==> src/rtl/wpb_pkg.sv <==
package wpb_pkg;
  typedef enum logic [1:0] {
    REQ_NONE    = 2'd0,
    REQ_WRITE   = 2'd1,
    REQ_RD_HIT  = 2'd2,
    REQ_RD_MISS = 2'd3
  } req_kind_e;
endpackage

==> src/rtl/wpb_fifo.sv <==
module wpb_fifo #(
  parameter int DEPTH = 4,
  parameter int AW    = 32,
  parameter int DW    = 32,
  localparam int PW   = (DEPTH > 1) ? $clog2(DEPTH) : 1,
  localparam int CW   = $clog2(DEPTH + 1)
) (
  input  logic          clk_i,
  input  logic          rst_ni,
  input  logic          push_i,
  input  logic          pop_i,
  input  logic [AW-1:0] addr_i,
  input  logic [DW-1:0] data_i,
  output logic [AW-1:0] head_addr_o,
  output logic [DW-1:0] head_data_o,
  output logic [CW-1:0] count_o,
  output logic          full_o,
  output logic          empty_o
);
  logic [AW-1:0] addr_q [DEPTH];
  logic [DW-1:0] data_q [DEPTH];
  logic [PW-1:0] wr_ptr_q, rd_ptr_q;
  logic [CW-1:0] count_q, count_d;

  function automatic logic [PW-1:0] bump(input logic [PW-1:0] p);
    return (p == PW'(DEPTH - 1)) ? '0 : p + 1'b1;
  endfunction

  always_ff @(posedge clk_i or negedge rst_ni) begin
    if (!rst_ni) begin
      for (int i = 0; i < DEPTH; i++) begin
        addr_q[i] <= '0;
        data_q[i] <= '0;
      end
    end else if (push_i) begin
      for (int i = 0; i < DEPTH; i++) begin
        if (wr_ptr_q == PW'(i)) begin
          addr_q[i] <= addr_i;
          data_q[i] <= data_i;
        end
      end
    end
  end

  always_comb begin
    unique case ({push_i, pop_i})
      2'b10:   count_d = count_q + 1'b1;
      2'b01:   count_d = count_q - 1'b1;
      default: count_d = count_q;
    endcase
  end

  always_ff @(posedge clk_i or negedge rst_ni) begin
    if (!rst_ni) begin
      wr_ptr_q <= '0;
      rd_ptr_q <= '0;
      count_q  <= '0;
    end else begin
      if (push_i) wr_ptr_q <= bump(wr_ptr_q);
      if (pop_i)  rd_ptr_q <= bump(rd_ptr_q);
      count_q <= count_d;
    end
  end

  assign head_addr_o = addr_q[rd_ptr_q];
  assign head_data_o = data_q[rd_ptr_q];
  assign count_o     = count_q;
  assign full_o      = (count_q == CW'(DEPTH));
  assign empty_o     = (count_q == '0);

  AST_NO_OVERFLOW: assert property (@(posedge clk_i) disable iff (!rst_ni)
    push_i && full_o |-> pop_i);
  AST_NO_UNDERFLOW: assert property (@(posedge clk_i) disable iff (!rst_ni)
    pop_i |-> !empty_o);
  AST_COUNT_RANGE: assert property (@(posedge clk_i) disable iff (!rst_ni)
    count_o <= CW'(DEPTH));
endmodule

==> src/rtl/wpb_drain.sv <==
module wpb_drain (
  input  logic clk_i,
  input  logic rst_ni,
  input  logic empty_i,
  input  logic more_i,
  input  logic mem_ack_i,
  output logic mem_req_o,
  output logic pop_o
);
  logic busy_q;

  // stay busy across an ack when another entry waits behind the head
  always_ff @(posedge clk_i or negedge rst_ni) begin
    if (!rst_ni)     busy_q <= 1'b0;
    else if (busy_q) busy_q <= !mem_ack_i || more_i;
    else             busy_q <= !empty_i;
  end

  assign mem_req_o = busy_q;
  assign pop_o     = busy_q && mem_ack_i;

  AST_REQ_HOLD: assert property (@(posedge clk_i) disable iff (!rst_ni)
    mem_req_o && !mem_ack_i |=> mem_req_o);
  AST_REQ_HAS_DATA: assert property (@(posedge clk_i) disable iff (!rst_ni)
    mem_req_o |-> !empty_i);
endmodule

==> src/rtl/wpb_ctrl.sv <==
module wpb_ctrl
  import wpb_pkg::*;
(
  input  logic clk_i,
  input  logic rst_ni,
  input  logic cpu_req_i,
  input  logic cpu_we_i,
  input  logic cache_hit_i,
  input  logic full_i,
  input  logic empty_i,
  input  logic busy_i,
  input  logic mem_ack_i,
  input  logic ext_req_i,
  output logic cpu_stall_o,
  output logic fill_go_o,
  output logic push_o,
  output logic ext_gnt_o
);
  req_kind_e kind;
  logic      gnt_q, gnt_d;
  logic      drain_now;
  logic      stall, push, fill;

  always_comb begin
    kind = REQ_NONE;
    if (cpu_req_i) begin
      if (cpu_we_i)         kind = REQ_WRITE;
      else if (cache_hit_i) kind = REQ_RD_HIT;
      else                  kind = REQ_RD_MISS;
    end
  end

  assign drain_now = busy_i && mem_ack_i;

  always_comb begin
    stall = 1'b0;
    push  = 1'b0;
    fill  = 1'b0;
    unique case (kind)
      REQ_WRITE: begin
        stall = gnt_q || (full_i && !drain_now);
        push  = !stall;
      end
      REQ_RD_MISS: begin
        stall = !empty_i || gnt_q;
        fill  = !stall;
      end
      default: ;
    endcase
  end

  // grant only from a quiet queue, and never in a cycle that queues a write
  assign gnt_d = ext_req_i && (gnt_q || (empty_i && !busy_i && !push));

  always_ff @(posedge clk_i or negedge rst_ni) begin
    if (!rst_ni) gnt_q <= 1'b0;
    else         gnt_q <= gnt_d;
  end

  assign cpu_stall_o = stall;
  assign push_o      = push;
  assign fill_go_o   = fill;
  assign ext_gnt_o   = gnt_q;

  AST_GNT_QUIET: assert property (@(posedge clk_i) disable iff (!rst_ni)
    ext_gnt_o |-> empty_i && !busy_i);
  AST_GNT_NO_PUSH: assert property (@(posedge clk_i) disable iff (!rst_ni)
    ext_gnt_o |-> !push_o);
  AST_GNT_HOLD: assert property (@(posedge clk_i) disable iff (!rst_ni)
    ext_gnt_o && ext_req_i |=> ext_gnt_o);
  AST_MISS_HELD: assert property (@(posedge clk_i) disable iff (!rst_ni)
    fill_go_o |-> empty_i && !ext_gnt_o);
endmodule

==> src/rtl/wpb_top.sv <==
module wpb_top #(
  parameter int DEPTH = 4,
  parameter int AW    = 32,
  parameter int DW    = 32,
  localparam int CW   = $clog2(DEPTH + 1)
) (
  input  logic          clk_i,
  input  logic          rst_ni,
  input  logic          cpu_req_i,
  input  logic          cpu_we_i,
  input  logic [AW-1:0] cpu_addr_i,
  input  logic [DW-1:0] cpu_wdata_i,
  input  logic          cache_hit_i,
  output logic          cpu_stall_o,
  output logic          fill_go_o,
  output logic          mem_req_o,
  output logic [AW-1:0] mem_addr_o,
  output logic [DW-1:0] mem_wdata_o,
  input  logic          mem_ack_i,
  input  logic          ext_req_i,
  output logic          ext_gnt_o,
  output logic [CW-1:0] count_o,
  output logic          full_o,
  output logic          empty_o
);
  logic push, pop, more;

  assign more = (count_o > CW'(1));

  wpb_fifo #(.DEPTH(DEPTH), .AW(AW), .DW(DW)) u_fifo (
    .clk_i       (clk_i),
    .rst_ni      (rst_ni),
    .push_i      (push),
    .pop_i       (pop),
    .addr_i      (cpu_addr_i),
    .data_i      (cpu_wdata_i),
    .head_addr_o (mem_addr_o),
    .head_data_o (mem_wdata_o),
    .count_o     (count_o),
    .full_o      (full_o),
    .empty_o     (empty_o)
  );

  wpb_drain u_drain (
    .clk_i     (clk_i),
    .rst_ni    (rst_ni),
    .empty_i   (empty_o),
    .more_i    (more),
    .mem_ack_i (mem_ack_i),
    .mem_req_o (mem_req_o),
    .pop_o     (pop)
  );

  wpb_ctrl u_ctrl (
    .clk_i       (clk_i),
    .rst_ni      (rst_ni),
    .cpu_req_i   (cpu_req_i),
    .cpu_we_i    (cpu_we_i),
    .cache_hit_i (cache_hit_i),
    .full_i      (full_o),
    .empty_i     (empty_o),
    .busy_i      (mem_req_o),
    .mem_ack_i   (mem_ack_i),
    .ext_req_i   (ext_req_i),
    .cpu_stall_o (cpu_stall_o),
    .fill_go_o   (fill_go_o),
    .push_o      (push),
    .ext_gnt_o   (ext_gnt_o)
  );

  AST_ADDR_STABLE: assert property (@(posedge clk_i) disable iff (!rst_ni)
    mem_req_o && !mem_ack_i |=> $stable(mem_addr_o) && $stable(mem_wdata_o));
  AST_HIT_FREE: assert property (@(posedge clk_i) disable iff (!rst_ni)
    cpu_req_i && !cpu_we_i && cache_hit_i |-> !cpu_stall_o);
endmodule

==> config.mk <==
export PLATFORM = sky130hd
export DESIGN_NAME = wpb_top
export DESIGN_NICKNAME = d
export VERILOG_FILES = /design/src/rtl/wpb_pkg.sv /design/src/rtl/wpb_fifo.sv /design/src/rtl/wpb_drain.sv /design/src/rtl/wpb_ctrl.sv /design/src/rtl/wpb_top.sv
export SDC_FILE = /design/constraint.sdc
export NUM_CORES = 1
export LEC_CHECK = 0
export ABC_AREA = 1
export BUFFER_PORTS_ARGS = -buffer_cell sky130_fd_sc_hd__buf_2
export CELL_PAD_IN_SITES_DETAIL_PLACEMENT = 0
export CELL_PAD_IN_SITES_GLOBAL_PLACEMENT = 2
export CORE_ASPECT_RATIO = 1.1
export CORE_UTILIZATION = 33
export DETAILED_ROUTE_END_ITERATION = 12
export PLACE_DENSITY_LB_ADDON = 0.1
export SLEW_MARGIN = 20
export SYNTH_ARGS = -nofsm -noshare
export SYNTH_HDL_FRONTEND = slang
export SYNTH_SLANG_ARGS = --single-unit
==> constraint.sdc <==
create_clock -name clk_i -period 3.16 [get_ports clk_i]
set_input_delay 0.316 -clock clk_i [delete_from_list [all_inputs] [get_ports clk_i]]
set_output_delay 0.316 -clock clk_i [all_outputs]
set_load 0.03 [all_outputs]
==> out/results.ini <==
[run_status]
status = finished, final reports clean

[routing]
first_iter_violations = 826
drtPass1Iterations = 5
wire_per_inst_um = 21.0
dr_total_vias = 11900
drc = 0
via_per_inst = 5.51
ant_nets = 0
wirelength_mm = 45.4

[setup_path]
r2r-start = u_fifo.count_o[0]
cp_top_family = flip-flops
max_stage_delay_ps = 930
path_max_fanout = 33
worstPathCellList = buf_4, o21ai_0, o22ai_1, buf_2
cp_slowest_cell = dfrtp_2
reg2reg_to = u_fifo.addr_q[98]
critPathArrivalTime_ps = 2550
reg2reg_depth = 9
cp-end-kind = output port
cp.required_ps = 2840
reg2reg_slack_ps = 710
crit_cells = 4
crit_buf_inv = 2
cp-startpoint = u_fifo.rd_ptr_q[1]
critPathKind = reg -> out
start_kind = flip-flop
cp-endpoint = mem_addr_o[22]

[synthesis]
ys_seq_area_frac = 0.516
yosys.cell_types.count = 23
syn_inst = 1570
ys_ff_latch = 265
yosys_warnings = 0
syn_area_um2 = 12800
syn_area_per_cell_um2 = 8.18
syn_nets = 1651

[flow_run]
maxCapViolations = 0

[sta]
relSlewSlack = 0.308
finalMaxSlewViolations = 0
finalHoldViolations = 0
setup_viol = 0
setup_ws_ps = 293
setup_tns_ps = 0
fmax_ghz = 0.349
finalCriticalPeriod_ps = 2870
post-route-period-util = 0.907
rsz0062_at_grt = false
tightest_slew_ps = 1040
fin_skew_ps = 8.84

[grt]
grt_max_degree = 113
track_usage = 0.230
grt_pass1_wl_mm = 71.1
grt_pass1_vias = 12100
grt_overflow = 0
antenna_found_initial = 6

[layout]
area.sequential_um2 = 6640
drive_gt1_frac = 0.146
area_growth_pct = 16.8
final_cell_mix = nand2_1, dfrtp_1, nand4_1
multi_input_area_um2 = 5450
layout_commonest_cell = nand2_1
final_area_um2 = 15000
fillCellCount = 3951
nets = 1715

[place]
port_buffers = 143
gp_congestion = 0.721
post-dp-hpwl_mm = 23.4
post-place-ws_ps = 663
placedInstanceArea_um2 = 13900

[floorplan]
io_pins = 144
core_area_um2 = 38300
dieHeight_um = 209
start_util = 0.336
die_x_um = 190
die_area_um2 = 39700
rows = 75

[pwr]
p_per_area_nw_per_um2 = 1210
p_leak_nw = 7.49
ir_drop_v = 0.000652

[clocking]
cts_sinks = 265
worst_skew_pair.late_latency_ps = 520
path_clk_slew_ps = 60
post_cts_buffers = 0
cts_tree = built
cts_max_level = 2
cts_made_buffers = 35
clock_path_buffers = 3
root_buffer = clkbuf_16

[min_path]
min_path_type = in -> reg

[area by class of cell]
class                           instances  area share
Tap cell                              500      0.0417
Clock inverter                          2    0.000667
Multi-Input combinational cell       1137       0.363
Timing Repair Buffer                  177      0.0747
Clock buffer                           57      0.0720
Sequential cell                       265       0.442
Antenna cell                            2    0.000333
Inverter                               18     0.00517
[worst min path at each step]
stage	startpoint	endpoint	slack [ps]	cells after the start
6_report	ext_req_i	u_ctrl.ext_gnt_o	50	3
5_1_grt	ext_req_i	u_ctrl.ext_gnt_o	60	3
4_1_cts	ext_req_i	u_ctrl.ext_gnt_o	20	3
3_5_place_dp	rst_ni	u_fifo.addr_q[4]	380	1
3_3_place_gp	rst_ni	u_fifo.addr_q[4]	390	1
2_1_floorplan	rst_ni	u_ctrl.ext_gnt_o	20	0
[flip-flops by register name (all words and copies together) (netlist names)]
| register | cells |
|---|---|
| u_fifo.rd_ptr_q | 2 |
| u_drain.mem_req_o | 1 |
| u_fifo.addr_q | 128 |
| u_fifo.count_o | 3 |
| u_ctrl.ext_gnt_o | 1 |
| u_fifo.data_q | 128 |
| u_fifo.wr_ptr_q | 2 |
[cell usage after synthesis (all sizes together)]
| library cell | number | share of area |
|---|---|---|
| a21oi | 1 | 0.0013 |
| a31oi | 1 | 0.00049 |
| buf | 101 | 0.040 |
| clkbuf | 49 | 0.015 |
| dfrtp | 265 | 0.52 |
| ha | 10 | 0.0097 |
| inv | 18 | 0.0053 |
| nand2 | 525 | 0.15 |
| nand3b | 2 | 0.0012 |
| nand4 | 260 | 0.13 |
| nor2 | 134 | 0.039 |
| nor3 | 1 | 0.00039 |
| o21ai | 134 | 0.052 |
| o21bai | 1 | 0.00058 |
| o22ai | 65 | 0.032 |
| xnor2 | 2 | 0.0014 |
| xor2 | 1 | 0.00068 |
[metrics by stage]
stage | hold slack, ps | util | total power [mW] | instances
floorplan | 20.4 | - | 11.6 | 1570
detailed placement | 383 | 0.363 | 14.5 | 2096
global placement | 394 | 0.363 | 14.5 | 2096
global route | 57.7 | 0.392 | 19.5 | 2156
CTS | 22.9 | 0.392 | 18.4 | 2156
finish | 46.4 | 0.392 | 18.2 | 2158
[what timing repair did]
item | CTS | global route
resized for setup | 0 | 0
endpoints found under the hold margin | 74 | 0
hold buffers | 1 | 0
[worst reg2reg max path, cell delays in order, from the launching register on]
cell and delay, ps:
dfrtp_1 450, inv_1 90, ha_1 220, nand2_1 80, inv_2 60, nand2_2 180, nand4_4 620, buf_12 480
nand2_1 110, nand2_1 50
[power by group]
part | total [mW] | switching, mW | leakage, nW | internal, mW
combinational | 8.50 | 6.06 | 3.65 | 2.43
clock | 3.82 | 1.50 | 0.535 | 2.32
sequential | 5.90 | 0.950 | 3.31 | 4.95
[kinds of logic (layout without fill, tap and decap cells)]
group                    Yosys count  in the layout  synth area share
AND/OR/NAND/NOR                  922            922             0.326
other                              0              2                 0
AO/OA/AOI/OAI                    202            202            0.0862
buffers and inverters            168            254            0.0600
adder cells (fa/ha/maj)           10             10           0.00974
XOR/XNOR                           3              3           0.00205
flip-flops                       265            265             0.516
[per-layer routing]
layer / up-vias / share of wire / global-route usage
met5: - / 0.0015 / 0
met3: 63 / 0.057 / 0.0411
met1: 5957 / 0.45 / 0.314
met4: 10 / 0.018 / 0.0595
met2: 314 / 0.47 / 0.373
li1: 5546 / - / -
No activity file was read; power rests on OpenSTA's default activity.
